`config.mk`:
```
export PLATFORM = sky130hd
export DESIGN_NAME = ds3_rx_aligner
export DESIGN_NICKNAME = d
export VERILOG_FILES = /design/src/rtl/ds3_rxa_pkg.sv /design/src/rtl/ds3_rxa_position.sv /design/src/rtl/ds3_rxa_sync.sv /design/src/rtl/ds3_rxa_los.sv /design/src/rtl/ds3_rx_aligner.sv
export SDC_FILE = /design/constraint.sdc
export NUM_CORES = 1
export LEC_CHECK = 0
export BUFFER_PORTS_ARGS = -buffer_cell sky130_fd_sc_hd__buf_2
export CORE_ASPECT_RATIO = 1.25
export CORE_MARGIN = 5
export CORE_UTILIZATION = 35
export DETAILED_ROUTE_END_ITERATION = 6
export GPL_TIMING_DRIVEN = 1
export PLACE_DENSITY_LB_ADDON = 0.08
export SLEW_MARGIN = 20
export SYNTH_ARGS = -nofsm -noshare
export SYNTH_HDL_FRONTEND = slang
export SYNTH_SLANG_ARGS = --single-unit
export TNS_END_PERCENT = 10
```
`constraint.sdc`:
```
create_clock -name clk -period 6.7 [get_ports clk]
set_clock_uncertainty 0.1 [all_clocks]
set_input_delay 1.005 -clock clk [delete_from_list [all_inputs] [get_ports clk]]
set_output_delay 1.005 -clock clk [all_outputs]
set_load 0.005 [all_outputs]
```
`src/rtl/ds3_rxa_pkg.sv`:
```
package ds3_rxa_pkg;

    localparam int GRP_BITS    = 85;
    localparam int GRPS_PER_SF = 8;
    localparam int SUBFRAMES   = 7;

    localparam int SF_BITS = GRP_BITS * GRPS_PER_SF;
    localparam int MF_BITS = SF_BITS * SUBFRAMES;
    localparam int BIT_W   = $clog2(GRP_BITS);
    localparam int GRP_W   = $clog2(GRPS_PER_SF);
    localparam int SF_W    = $clog2(SUBFRAMES);

    typedef struct packed {
        logic [SF_W-1:0]  sf;
        logic [GRP_W-1:0] grp;
        logic [BIT_W-1:0] bitp;
    } mf_pos_t;

    typedef enum logic [1:0] {OH_PAYLOAD, OH_FBIT, OH_MBIT, OH_OTHER} oh_kind_t;

    typedef enum logic {ST_HUNT, ST_LOCKED} sync_state_t;

    // Which kind of bit sits at a given multiframe position.
    function automatic oh_kind_t classify(mf_pos_t p);
        if (p.bitp != '0)
            return OH_PAYLOAD;
        if (p.grp[0])
            return OH_FBIT;
        if ((p.grp == '0) && (p.sf >= SF_W'(SUBFRAMES - 3)))
            return OH_MBIT;
        return OH_OTHER;
    endfunction

    // F-bit value: 1 in the first and last odd group, 0 in the middle two.
    function automatic logic f_expected(logic [GRP_W-1:0] grp);
        return (grp == GRP_W'(1)) || (grp == GRP_W'(GRPS_PER_SF - 1));
    endfunction

    // M-bit value: 0,1,0 across the last three subframes.
    function automatic logic m_expected(logic [SF_W-1:0] sf);
        return sf == SF_W'(SUBFRAMES - 2);
    endfunction

    function automatic logic [SF_W-1:0] sf_inc(logic [SF_W-1:0] sf);
        return (sf == SF_W'(SUBFRAMES - 1)) ? '0 : sf + SF_W'(1);
    endfunction

endpackage

```
`src/rtl/ds3_rxa_position.sv`:
```
module ds3_rxa_position
    import ds3_rxa_pkg::*;
(
    input  logic    clk,
    input  logic    rst,
    input  logic    hold,
    input  logic    bump_sf,
    output mf_pos_t pos,
    output logic    mf_last
);

    logic grp_end;
    logic sf_end;

    always_comb begin
        grp_end = pos.bitp == BIT_W'(GRP_BITS - 1);
        sf_end  = pos.grp == GRP_W'(GRPS_PER_SF - 1);
        mf_last = grp_end && sf_end && (pos.sf == SF_W'(SUBFRAMES - 1));
    end

    always_ff @(posedge clk) begin
        if (rst) begin
            pos <= '0;
        end else if (!hold) begin
            if (grp_end) begin
                pos.bitp <= '0;
                if (sf_end) begin
                    pos.grp <= '0;
                    pos.sf  <= sf_inc(pos.sf);
                end else begin
                    pos.grp <= pos.grp + GRP_W'(1);
                end
            end else begin
                pos.bitp <= pos.bitp + BIT_W'(1);
                if (bump_sf)
                    pos.sf <= sf_inc(pos.sf);
            end
        end
    end

endmodule

```
`src/rtl/ds3_rxa_sync.sv`:
```
module ds3_rxa_sync
    import ds3_rxa_pkg::*;
#(
    parameter int ERR_WIN = 16,
    parameter int ERR_THR = 3
) (
    input  logic    clk,
    input  logic    rst,
    input  logic    bit_in,
    input  mf_pos_t pos,
    input  logic    mf_last,
    output logic    locked,
    output logic    f_err,
    output logic    hold,
    output logic    bump_sf,
    output logic    trip
);

    localparam int CNT_W = $clog2(ERR_WIN + 1);

    sync_state_t        state;
    oh_kind_t           kind;
    logic               m_err;
    logic               clean;
    logic [ERR_WIN-1:0] hist;
    logic [ERR_WIN-1:0] hist_nx;
    logic [CNT_W-1:0]   err_cnt;

    always_comb begin
        kind    = classify(pos);
        f_err   = (kind == OH_FBIT) && (bit_in != f_expected(pos.grp));
        m_err   = (kind == OH_MBIT) && (bit_in != m_expected(pos.sf));
        hist_nx = {hist[ERR_WIN-2:0], f_err};
        err_cnt = '0;
        for (int i = 0; i < ERR_WIN; i++)
            err_cnt = err_cnt + CNT_W'(hist_nx[i]);
        locked  = state == ST_LOCKED;
        trip    = locked && (kind == OH_FBIT) && (err_cnt >= CNT_W'(ERR_THR));
        hold    = !locked && f_err;
        bump_sf = !locked && m_err;
    end

    always_ff @(posedge clk) begin
        if (rst) begin
            state <= ST_HUNT;
            hist  <= '0;
            clean <= 1'b0;
        end else if (state == ST_HUNT) begin
            if (f_err || m_err) begin
                clean <= 1'b0;
            end else if (mf_last) begin
                if (clean) begin
                    state <= ST_LOCKED;
                    hist  <= '0;
                end
                clean <= 1'b1;
            end
        end else if (kind == OH_FBIT) begin
            if (trip) begin
                state <= ST_HUNT;
                hist  <= '0;
                clean <= 1'b0;
            end else begin
                hist <= hist_nx;
            end
        end
    end

endmodule

```
`src/rtl/ds3_rxa_los.sv`:
```
module ds3_rxa_los #(
    parameter int LOS_ZEROS = 175
) (
    input  logic clk,
    input  logic rst,
    input  logic bit_in,
    output logic los
);

    localparam int ZC_W = $clog2(LOS_ZEROS + 1);

    logic [ZC_W-1:0] zcnt;

    always_ff @(posedge clk) begin
        if (rst) begin
            zcnt <= '0;
            los  <= 1'b0;
        end else if (bit_in) begin
            zcnt <= '0;
            los  <= 1'b0;
        end else if (zcnt == ZC_W'(LOS_ZEROS - 1)) begin
            los <= 1'b1;
        end else begin
            zcnt <= zcnt + ZC_W'(1);
        end
    end

endmodule

```
`src/rtl/ds3_rx_aligner.sv`:
```
module ds3_rx_aligner
    import ds3_rxa_pkg::*;
#(
    parameter int ERR_WIN   = 16,
    parameter int ERR_THR   = 3,
    parameter int LOS_ZEROS = 175
) (
    input  logic clk,
    input  logic rst,
    input  logic rx_data,
    output logic oof_o,
    output logic fe_o,
    output logic frm_o,
    output logic gap_n_o,
    output logic pay_o,
    output logic x1_o,
    output logic x2_o,
    output logic los_o
);

    mf_pos_t pos;
    logic    mf_last;
    logic    locked;
    logic    f_err;
    logic    hold;
    logic    bump_sf;
    logic    trip;
    logic    sync_ok;
    logic    oh_bit;
    logic    pay_q;

    ds3_rxa_position u_pos (
        .clk     (clk),
        .rst     (rst),
        .hold    (hold),
        .bump_sf (bump_sf),
        .pos     (pos),
        .mf_last (mf_last)
    );

    ds3_rxa_sync #(
        .ERR_WIN (ERR_WIN),
        .ERR_THR (ERR_THR)
    ) u_sync (
        .clk     (clk),
        .rst     (rst),
        .bit_in  (rx_data),
        .pos     (pos),
        .mf_last (mf_last),
        .locked  (locked),
        .f_err   (f_err),
        .hold    (hold),
        .bump_sf (bump_sf),
        .trip    (trip)
    );

    ds3_rxa_los #(
        .LOS_ZEROS (LOS_ZEROS)
    ) u_los (
        .clk    (clk),
        .rst    (rst),
        .bit_in (rx_data),
        .los    (los_o)
    );

    always_comb begin
        sync_ok = locked && !trip;
        oh_bit  = pos.bitp == '0;
    end

    // Status outputs describe the bit taken at this edge.
    always_ff @(posedge clk) begin
        if (rst) begin
            oof_o   <= 1'b1;
            fe_o    <= 1'b0;
            frm_o   <= 1'b0;
            gap_n_o <= 1'b1;
            x1_o    <= 1'b0;
            x2_o    <= 1'b0;
            pay_q   <= 1'b0;
        end else begin
            oof_o   <= !sync_ok;
            fe_o    <= sync_ok && f_err;
            frm_o   <= sync_ok && (pos == '0);
            gap_n_o <= !(sync_ok && oh_bit);
            pay_q   <= rx_data;
            if (sync_ok && oh_bit && (pos.grp == '0)) begin
                if (pos.sf == SF_W'(0))
                    x1_o <= rx_data;
                if (pos.sf == SF_W'(1))
                    x2_o <= rx_data;
            end
        end
    end

    // Payload leaves on the falling edge.
    always_ff @(negedge clk) begin
        if (rst)
            pay_o <= 1'b0;
        else
            pay_o <= pay_q;
    end

endmodule

```
**Yosys cells after proc, flatten, opt, wreduce, memory -nomap -nowiden**

Index checks and enable logic that the tools add are counted.

- Memories kept: 0
- RAM bits: 0
- Bits in read-only memories: 0
- Latch bits: 0
- Register bits after elaboration: 47
- Bits of input ports: 3
- Output and inout port bits: 8
- Logic and storage cells: 124

- Shift-type cells: 0
- Order comparisons: 2
- Bitwise operators: 1
- Multiplexer cells: 35
- $add $sub $neg: 19
- Eq/ne operators: 15
- Multiply operators: 0
- Reductions and logical operators: 36
- Divide/modulo/power cells: 0

Operators by type and width:

| kind | number |
|---|---|
| 15-bit 2-to-1 mux | 6 |
| 5-bit by 1-bit adder with 5-bit output | 13 |
| 1-bit 2-to-1 mux | 17 |
| 3-bit 2-to-1 mux | 5 |
| 1-bit logical AND | 14 |
| 13-bit zero test | 1 |
| 2-bit 2-to-1 mux | 6 |
| 3-bit == test, second input constant | 3 |
| 8-bit by 1-bit adder with 8-bit output, second input constant | 1 |
| 8-bit == test, second input constant | 1 |
| 7-bit by 1-bit adder with 7-bit output, second input constant | 1 |
| 7-bit == test, second input constant | 1 |
| 7-bit zero test | 1 |
| 7-bit 2-to-1 mux | 1 |
| 7-bit nonzero test | 1 |
| 3-bit by 1-bit adder with 3-bit output, second input constant | 2 |
| 3-bit by 1-bit == test with 1-bit output, second input constant | 2 |
| 3-bit zero test | 2 |
| 2-bit != test, second input constant | 3 |
| 2-bit AND reduction | 3 |
| 3-bit AND reduction | 2 |
| 2-bit nonzero test | 3 |
| 5-bit by 2-bit greater-or-equal comparator with 1-bit output, second input constant | 1 |
| 1-bit zero test | 4 |
| other kinds (12) | 14 |

**Longest topological paths before layout**

- Depth after elaboration: 32
- Depth in mapped cells: 20

**By module**

From an unflattened synthesis, not the netlist that was laid out.

- Cells, all modules: 283
- Area, all modules: 2765.2 µm²

Modules (own cells, without submodules):

| module | sequential area each (µm²) | cells each | instances | area an instance (µm²) |
|---|---|---|---|---|
| ds3_rxa_sync | 340.3 | 120 | 1 | 1256.2 |
| ds3_rxa_position | 260.2 | 84 | 1 | 725.7 |
| ds3_rxa_los | 180.2 | 50 | 1 | 452.9 |
| ds3_rx_aligner | 160.2 | 29 | 1 | 330.3 |

==> out/metrics.cfg <==
[outcome]
outcome = finished, final reports clean

[clocking]
postCtsSetupRepairBufs = 0
clk_pin_slew_ns = 0.09
clock_latency_ns = 0.30
cts_resized = 0
clock_path_buffers = 2
cts_root_buffer = clkbuf_8
cts-buffers-inserted = 5
cts_tree = built
cts.sinks = 47
hold_buffers = 0
htree_levels = 2

[route]
wl_per_cell_um = 12.5
drc_errors = 0
wirelength_um = 4360
firstDrtPassIters = 4
antenna_left = 0
viasPerCell = 4.83
vias = 1684
first_iter_violations = 62

[grt]
antenna_found_initial = 0
grt_pass1_wl_um = 7760
gr-total-overflow = 0
grt_max_degree = 19
grt_usage_pct = 11.1
grt_pass1_vias = 1667

[synthesis]
ys_types = 46
syn-instance-count = 251
ys_warn_count = 0
synth_nets = 277
yosysTopAreaCell = dfxtp_1
synth_edf_count = 0
ys_ff_latch = 47
ys_seq_area_share_pct = 39.3
async_reset_ff_share_pct = 0
avgSynthCellArea_um2 = 9.55
synth_top_area_share_pct = 39.3
ys.flop_type = dfxtp_1
synthTopCellsByArea = dfxtp_1 (39%), fa_1 (8.4%), ha_1 (6.8%)
synth_area_um2 = 2400

[floorplanning]
start_util_pct = 36.3
dieWidth_um = 84.0
ioPinCount = 11
rows = 33
chipHeight_um = 103
die_area_um2 = 8610
core_um2 = 6610

[setup_path]
r2r-start = u_pos.pos[0]
ff2ff_setup_slack_ns = 0.73
path_delay_family = adder cells
r2r_cells = 17
reg2reg_to = u_sync.hist[9]
crit_chain = inv_1, ha_1, nor3b_2, nand3_1, or2_2, fa_1, fa_1, fa_1, fa_1, fa_1, inv_1, ha_1, fa_1, a211o_1, nor2_1, nand2_1, o2bb2ai_1
critPathArrivalTime_ns = 6.09
path_buf_inv = 2
slowest_stage = fa_1
path_class = reg -> reg
cpMostUsedCell = fa_1
cp-start-kind = flop
slowest_delay_ns = 0.54
end_kind = flop
path_max_fanout = 15
worstPathRequired_ns = 6.83

[min_path]
holdCritStartpoint = u_los.los
hp-class = reg -> reg
hold_depth = 2
holdPathEnd = u_los.los

[sta]
tightest_slew_ns = 0.949
setup_viol = 0
fin_tns_setup_ns = 0
rsz0062_at_grt = no
finalCritPeriodShare_pct = 89.1
slew_violations = 0
final_hold_viol_count = 0
fmax_ghz = 0.168
hold_slack_ns = 0.348
slew_headroom_pct = 36.5
fin_crit_ns = 5.97

[finish]
n_antenna_cell = 0
final_common_cell = dfxtp_1
drive_gt1_share_pct = 11.5
largestRegisters = u_sync.hist x15, u_pos.pos x13, u_los.zcnt x8
nets = 287
regMostFlops = u_sync.hist
final_cell_mix = dfxtp_1 (47), inv_1 (30), nor2_1 (21)
syn_to_final_growth_pct = 10.3
largest_register_ffs = 15
instances_no_fill = 349

[job]
max_cap_violations = 0

[place]
io_buffers = 10
place_congestion = 0.749
dp.final_hpwl_um = 3220
post-place-cells = 341

[power_and_ir_drop]
pwr_density_cell_nw_per_um2 = 201
cellLeakagePower_nw = 1.01
peakVddDrop_mv = 0.122

-- worst min-delay path: stages (launching register included) --
cell     delay (ns)
dfxtp_1        0.32
inv_1          0.04
a21oi_1        0.05
-- layer usage --
layer	part of all wire, %	GRT usage, %	wire length [µm]	up-vias
li1	-	-	-	872
met1	45	13.1	1980	794
met2	51	19.9	2230	12
met3	1.9	2.40	83	6
met4	1.7	4.08	72	0
met5	0	0	0	-
-- worst max path at each step --
stage	slack (ns)	cells past startpoint	to	from
after floorplan	0.98	14	x1_o	rx_data
after global placement	0.57	15	x1_o	rx_data
after detailed placement	0.50	15	u_sync.hist[9]	rx_data
after CTS	0.69	17	u_sync.hist[9]	u_pos.pos[0]
after global routing	0.35	17	u_sync.hist[0]	u_pos.pos[0]
final	0.73	17	u_sync.hist[9]	u_pos.pos[0]
-- through the flow --
stage / utilization, % / instance area, µm² / power [W] / setup slack [ns]
3_3_place_gp: 38.1 / 2520 / 0.000321 / 0.566
3_5_place_dp: 38.1 / 2520 / 0.000321 / 0.504
4_1_cts: 40.0 / 2640 / 0.000545 / 0.691
6_report: 40.0 / 2640 / 0.000531 / 0.733
5_1_grt: 40.0 / 2640 / 0.000561 / 0.354
2_1_floorplan: - / 2400 / 0.000313 / 0.983
-- synthesized netlist by cell type (2+ instances only) --
cell and n:
nor3_1 5, fa_1 10, a31o_2 2, nor2_1 21, nor3b_1 3, and2_1 2, o22ai_1 2, inv_1 30
xor2_1 10, nand2b_1 3, nand3_1 11, and3_1 6, nand2_1 9, ha_1 13, o2bb2ai_1 14, or2_2 4
buf_2 5, dfxtp_1 47, a211oi_1 2, nand4_1 2, clkbuf_1 2, a21oi_1 13, o21ai_0 4, nor2b_1 3
xnor2_1 4, mux2i_1 4
-- cell families after synthesis --
kind of cell / after synthesis / share of synthesized area (%)
AO/OA/AOI/OAI: 46 / 14.3
XOR/XNOR: 14 / 5.12
adder cells (fa/ha/maj): 23 / 15.1
buffers and inverters: 38 / 6.53
flip-flops: 47 / 39.3
multiplexers: 4 / 1.67
AND/OR/NAND/NOR: 79 / 18.0
-- final cells by class --
type	count	area, µm²
clock inverter	2	10.0
timing repair buffer	11	57.6
fill	701	3960
clock buffer	7	119
tap	87	109
multi-input combinational	166	1300
inverter	29	109
sequential	47	941
-- power by group --
group | leakage [nW] | switching [W] | internal [W]
Sequential | 0.380 | 0.00000479 | 0.000283
Combinational | 0.564 | 0.0000154 | 0.00000880
Clock | 0.0704 | 0.0000995 | 0.000120
Total | 1.01 | 0.000120 | 0.000412
No activity file was read; power rests on OpenSTA's default activity.
